===== config.mk =====
export PLATFORM = sky130hd
export DESIGN_NAME = bus_xfer_recorder
export DESIGN_NICKNAME = d
export VERILOG_FILES = /design/src/rtl/bxr_pkg.sv /design/src/rtl/bxr_ref_gate.sv /design/src/rtl/bxr_since_cnt.sv /design/src/rtl/bxr_rec_stage.sv /design/src/rtl/bus_xfer_recorder.sv
export SDC_FILE = /design/constraint.sdc
export NUM_CORES = 1
export LEC_CHECK = 0
export BUFFER_PORTS_ARGS = -buffer_cell sky130_fd_sc_hd__buf_4
export CORE_ASPECT_RATIO = 1.2
export CORE_MARGIN = 2
export CORE_UTILIZATION = 42
export CTS_CLUSTER_DIAMETER = 30
export CTS_CLUSTER_SIZE = 40
export DETAILED_ROUTE_END_ITERATION = 16
export PLACE_DENSITY = 0.69
export SLEW_MARGIN = 0
export SYNTH_ARGS = -nofsm -noshare
export SYNTH_HDL_FRONTEND = slang
export SYNTH_HIERARCHICAL = 1
export SYNTH_SLANG_ARGS = --single-unit
export TNS_END_PERCENT = 30

===== constraint.sdc =====
create_clock -name clk -period 7.5 [get_ports clk]
set_clock_uncertainty 0.1 [all_clocks]
set_input_delay 1.125 -clock clk [delete_from_list [all_inputs] [get_ports clk]]
set_output_delay 1.125 -clock clk [all_outputs]
set_load 0.05 [all_outputs]

===== src/rtl/bxr_pkg.sv =====
package bxr_pkg;

  typedef enum logic [1:0] {
    XK_READ     = 2'd0,
    XK_WRITE    = 2'd1,
    XK_PREFETCH = 2'd2,
    XK_SNOOP    = 2'd3
  } xfer_kind_e;

  localparam logic [1:0] RK_IFETCH = 2'd2;

  // Saturating increment on a value whose ceiling is passed in.
  function automatic logic [31:0] sat_step(input logic [31:0] v, input logic [31:0] top);
    return (v >= top) ? top : v + 32'd1;
  endfunction

  // Zero-valued limit selects the default.
  function automatic logic [31:0] eff_limit(input logic [31:0] cfg, input logic [31:0] dflt);
    return (cfg == 32'd0) ? dflt : cfg;
  endfunction

  // A transfer restarts the counts unless it is a clean replacement.
  function automatic logic restarts_counts(input logic [1:0] kind);
    return kind != XK_SNOOP;
  endfunction

  // A transfer produces a record unless it is a suppressed clean replacement.
  function automatic logic makes_record(input logic [1:0] kind, input logic snoop_on);
    return (kind != XK_SNOOP) || snoop_on;
  endfunction

endpackage


===== src/rtl/bxr_ref_gate.sv =====
module bxr_ref_gate #(
  parameter int LIMIT_W       = 32,
  parameter int DEFAULT_LIMIT = 10_000_000
) (
  input  logic               clk,
  input  logic               rst_n,
  input  logic [LIMIT_W-1:0] cfg_skip_count,
  input  logic [LIMIT_W-1:0] cfg_max_count,
  input  logic               ref_fire,
  output logic               ref_taken,
  output logic               limit_reached
);
  import bxr_pkg::*;

  localparam logic [LIMIT_W-1:0] DFLT = LIMIT_W'(DEFAULT_LIMIT);

  logic [LIMIT_W-1:0] skipped_q, processed_q, limit;
  logic               skipping;

  always_comb begin
    limit         = LIMIT_W'(eff_limit(32'(cfg_max_count), 32'(DFLT)));
    skipping      = skipped_q < cfg_skip_count;
    limit_reached = !skipping && (processed_q >= limit);
    ref_taken     = ref_fire && !skipping && !limit_reached;
  end

  always_ff @(posedge clk) begin
    if (!rst_n) begin
      skipped_q   <= '0;
      processed_q <= '0;
    end else begin
      if (ref_fire && skipping) skipped_q <= skipped_q + 1'b1;
      if (ref_taken)            processed_q <= processed_q + 1'b1;
    end
  end

endmodule


===== src/rtl/bxr_since_cnt.sv =====
module bxr_since_cnt #(
  parameter int CNT_W = 16
) (
  input  logic             clk,
  input  logic             rst_n,
  input  logic             restart,
  input  logic             bump,
  output logic [CNT_W-1:0] count
);
  import bxr_pkg::*;

  localparam logic [CNT_W-1:0] TOP = '1;

  logic [CNT_W-1:0] count_q;

  always_ff @(posedge clk) begin
    if (!rst_n)
      count_q <= '0;
    else if (restart)
      count_q <= bump ? CNT_W'(1) : '0;
    else if (bump)
      count_q <= CNT_W'(sat_step(32'(count_q), 32'(TOP)));
  end

  assign count = count_q;

endmodule


===== src/rtl/bxr_rec_stage.sv =====
module bxr_rec_stage #(
  parameter int SIZE_W = 8,
  parameter int ADDR_W = 32,
  parameter int CNT_W  = 16
) (
  input  logic              clk,
  input  logic              rst_n,
  input  logic              load,
  input  logic [1:0]        in_kind,
  input  logic [SIZE_W-1:0] in_size,
  input  logic [ADDR_W-1:0] in_addr,
  input  logic [CNT_W-1:0]  in_refs,
  input  logic [CNT_W-1:0]  in_ifetch,
  output logic              space,
  output logic              rec_valid,
  input  logic              rec_ready,
  output logic [1:0]        rec_kind,
  output logic [SIZE_W-1:0] rec_size,
  output logic [ADDR_W-1:0] rec_addr,
  output logic [CNT_W-1:0]  rec_refs,
  output logic [CNT_W-1:0]  rec_ifetch
);

  assign space = !rec_valid || rec_ready;

  always_ff @(posedge clk) begin
    if (!rst_n) begin
      rec_valid  <= 1'b0;
      rec_kind   <= 2'd0;
      rec_size   <= '0;
      rec_addr   <= '0;
      rec_refs   <= '0;
      rec_ifetch <= '0;
    end else if (load) begin
      rec_valid  <= 1'b1;
      rec_kind   <= in_kind;
      rec_size   <= in_size;
      rec_addr   <= in_addr;
      rec_refs   <= in_refs;
      rec_ifetch <= in_ifetch;
    end else if (rec_ready) begin
      rec_valid  <= 1'b0;
    end
  end

endmodule


===== src/rtl/bus_xfer_recorder.sv =====
module bus_xfer_recorder #(
  parameter int SIZE_W        = 8,
  parameter int ADDR_W        = 32,
  parameter int CNT_W         = 16,
  parameter int LIMIT_W       = 32,
  parameter int DEFAULT_LIMIT = 10_000_000
) (
  input  logic               clk,
  input  logic               rst_n,
  input  logic               snoop_en,
  input  logic [LIMIT_W-1:0] cfg_skip_count,
  input  logic [LIMIT_W-1:0] cfg_max_count,
  input  logic               ref_valid,
  output logic               ref_ready,
  input  logic [1:0]         ref_kind,
  output logic               ref_taken,
  output logic               limit_reached,
  input  logic               xfer_valid,
  output logic               xfer_ready,
  input  logic [1:0]         xfer_kind,
  input  logic [SIZE_W-1:0]  xfer_size,
  input  logic [ADDR_W-1:0]  xfer_addr,
  output logic               rec_valid,
  input  logic               rec_ready,
  output logic [1:0]         rec_kind,
  output logic [SIZE_W-1:0]  rec_size,
  output logic [ADDR_W-1:0]  rec_addr,
  output logic [CNT_W-1:0]   rec_refs,
  output logic [CNT_W-1:0]   rec_ifetch
);
  import bxr_pkg::*;

  // Named internal events, visible to the bound checker.
  logic             space;
  logic             ref_fire;
  logic             xfer_fire;
  logic             cnt_clr;
  logic             rec_load;
  logic             ifetch_hit;
  logic [CNT_W-1:0] refs_cnt;
  logic [CNT_W-1:0] ifetch_cnt;

  assign ref_ready  = space;
  assign xfer_ready = space;
  assign ref_fire   = ref_valid && space;
  assign xfer_fire  = xfer_valid && space;
  assign cnt_clr    = xfer_fire && restarts_counts(xfer_kind);
  assign rec_load   = xfer_fire && makes_record(xfer_kind, snoop_en);
  assign ifetch_hit = ref_taken && (ref_kind == RK_IFETCH);

  bxr_ref_gate #(
    .LIMIT_W      (LIMIT_W),
    .DEFAULT_LIMIT(DEFAULT_LIMIT)
  ) u_gate (
    .clk           (clk),
    .rst_n         (rst_n),
    .cfg_skip_count(cfg_skip_count),
    .cfg_max_count (cfg_max_count),
    .ref_fire      (ref_fire),
    .ref_taken     (ref_taken),
    .limit_reached (limit_reached)
  );

  bxr_since_cnt #(.CNT_W(CNT_W)) u_refs (
    .clk    (clk),
    .rst_n  (rst_n),
    .restart(cnt_clr),
    .bump   (ref_taken),
    .count  (refs_cnt)
  );

  bxr_since_cnt #(.CNT_W(CNT_W)) u_ifetch (
    .clk    (clk),
    .rst_n  (rst_n),
    .restart(cnt_clr),
    .bump   (ifetch_hit),
    .count  (ifetch_cnt)
  );

  bxr_rec_stage #(
    .SIZE_W(SIZE_W),
    .ADDR_W(ADDR_W),
    .CNT_W (CNT_W)
  ) u_rec (
    .clk       (clk),
    .rst_n     (rst_n),
    .load      (rec_load),
    .in_kind   (xfer_kind),
    .in_size   (xfer_size),
    .in_addr   (xfer_addr),
    .in_refs   (refs_cnt),
    .in_ifetch (ifetch_cnt),
    .space     (space),
    .rec_valid (rec_valid),
    .rec_ready (rec_ready),
    .rec_kind  (rec_kind),
    .rec_size  (rec_size),
    .rec_addr  (rec_addr),
    .rec_refs  (rec_refs),
    .rec_ifetch(rec_ifetch)
  );

endmodule


==> reports/metrics.cfg <==
[outcome]
status = finished clean

[sta]
hold_violations = 0
fin_crit_sh_pct = 77.9
fin_setup_tns_ps = 0
setup_violations = 0
max_slew_margin_pct = 26.8
tightest_slew_ps = 1100
rsz0062_at_grt = no
slew_violations = 0
fmax_ghz = 0.171
fin_crit_ps = 5840

[worst_setup_path]
end_kind = output port
critPathMaxStageDelay_ps = 510
start_kind = input port
cp.buffers_inverters = 3
path_delay_family = simple AND/OR/NAND/NOR gates
worstPathCellList = buf_4, nor4_1, nand4_1, nor2_1, nor2_1, ha_1, a21oi_1, o21ai_0, a22oi_1, nor4b_4, o2111ai_4, inv_1, buf_4
critPathKind = input port to output port
critPathRequiredTime_ps = 6270
crit_slowest_cell = inv_1
worstPathMaxFanout = 19
cp.arrival_ps = 4620

[synth]
synthTopCellsByArea = dfxtp_1, mux2i_1, ha_1
synth_ff_type = dfxtp_1
synth_top_family_by_area = simple AND/OR/NAND/NOR gates
synth_cells = 1049
yosysWarnings = 6
synthAdderAreaFrac_pct = 8.85
synth_xor_area_share_pct = 1.11
async_reset_ff_share_pct = 0
yosysTopAreaCellShare_pct = 36.1
avgSynthCellArea_um2 = 9.03
yosys.area_share.simple_pct = 25.3
synth_edf_count = 0
yosysSeqAreaShare_pct = 36.1
yosysUniqueCellTypes = 70
synth_most_common_cell = dfxtp_1
synth_commonest_cells = dfxtp_1, mux2i_1, nor2b_1
synth_nets = 1230
synth_largest_area_cell = dfxtp_1
syn_area_mm2 = 0.00948
synth_compound_area_share_pct = 13.4
yosys_register_bits = 171
synthMuxAreaShare_pct = 8.98

[finish]
nFillCells = 2079
layout-drive-gt1-share_pct = 21.2
insertedDiodeCount = 0
fin_nets = 1402
area_delta_synth_final_pct = 23.0

[power_and_ir_drop]
powerDensity_mw_per_mm2 = 183
power_leakage_nw = 5.02
report.power.total_mw = 2.13
vdd_drop_max_mv = 0.151

[detailed_routing]
ant_nets = 0
first_iter_violations = 414
wirelength_mm = 23.0
avgViaCountPerCell = 5.41
drc = 0
num_vias = 8189
wl_per_cell_um = 15.2
first_pass_iters = 4

[global_routing]
grt-ovfl-total = 0
antenna_found_initial = 0
grt_max_degree = 111
grt_use_total_pct = 19.0
grt_pass1_wl_mm = 37.3
grt_pass1_vias = 7746

[clocking]
clock_sinks = 171
clock_latency_ps = 430
hold_buffers = 0
cts_root_buf = clkbuf_16
clk_path_buf_depth = 2
cts_tree = yes
cts-resized-gates = 0
numCtsBuffers = 17
cts_setup_buffers = 0
cts.htree.levels = 4
cts.clk_slew.worst_paths_ps = 70

[floorplan]
ios = 193
die_x_um = 141
initial_core_util_pct = 42.5
dieArea_mm2 = 0.0238
die_h_um = 169
core_area_mm2 = 0.0223
fp-row-count = 60

[placed_design]
io_buffers = 192
hpwl_mm = 16.9
place.gp.congestion = 0.779

[flow_run]
cap_violations = 0

[worst_hold_path]
hp-class = flop to flop

[tightest hold or removal path, cell delays in order (launching register included)]
cell	delay (ps)
dfxtp_1	330
nand2_1	60
mux2i_1	50
[metrics by stage]
step                util (%)  area, µm²  instances  hold slack, ps  setup slack, ps
detailed placement      49.4      11000       1481             380             1560
CTS                     52.3      11700       1513             390             1620
finish                  52.3      11700       1513             385             1660
global route            52.3      11700       1513             400             1290
global placement        49.4      11000       1481             365             1700
floorplan                  -       9480       1049             350             2450
[cell usage in the layout, fill, tap and decap left out, drive strengths merged, types with 27 or more instances in the layout]
| master | count |
|---|---|
| ha | 67 |
| nor2b | 79 |
| nand3 | 27 |
| dfxtp | 171 |
| o21ai | 41 |
| mux2i | 85 |
| nand2 | 75 |
| buf | 198 |
| inv | 83 |
| nor2 | 41 |
| nand4 | 31 |
| a21oi | 64 |
[worst paths after layout]
check | start | slack [ps] | endpoint | cells past startpoint
setup / recovery | cfg_max_count[0] | 1660 | ref_taken | 13
hold / removal | u_gate/processed_q[11]$_SDFFE_PN0P_ | 390 | u_gate/processed_q[11]$_SDFFE_PN0P_ | 2
setup reg to reg | u_gate/skipped_q[31]$_SDFFE_PN0P_ | 3220 | u_ifetch/count[14]$_SDFFE_PN0P_ | 13
hold reg to reg | u_gate/processed_q[11]$_SDFFE_PN0P_ | 390 | u_gate/processed_q[11]$_SDFFE_PN0P_ | 2
[state kept, by name, summed over array words and instances (netlist names)]
register,count
u_refs/count,16
u_rec/rec_kind,2
u_rec/rec_refs,16
u_rec/rec_size,8
u_rec/rec_ifetch,16
u_rec/rec_addr,32
u_gate/processed_q,32
u_ifetch/count,16
u_rec/rec_valid,1
u_gate/skipped_q,32
[cell type report]
cell class	instances	area, µm²	share of cell area (%)
multi-input cells	757	5480	47.0
flip-flops and latches	171	3420	29.4
well taps	279	349	3.00
clock buffers	18	429	3.68
inverters	76	285	2.45
clock inverters	14	206	1.77
repair buffers	198	1490	12.8
[layer usage]
layer,up-vias,share of wire (%),wire length (µm),global-route usage [%]
met3,22,3.4,779,3.73
met2,145,51,11900,34.3
met4,0,1.4,328,5.04
met1,3901,44,10100,22.9
met5,-,0,0,0
li1,4121,-,-,-
[cell families after synthesis]
logic type	count (synthesis)
AO/OA/AOI/OAI	192
XOR/XNOR	12
adder cells (fa/ha/maj)	67
buffers and inverters	121
flip-flops	171
multiplexers	85
AND/OR/NAND/NOR	401
[where the power goes]
group          switching [mW]  internal [mW]
clock                   0.393          0.567
sequential            0.00886          0.924
combinational           0.138          0.104
No activity file was read; power rests on OpenSTA's default activity.
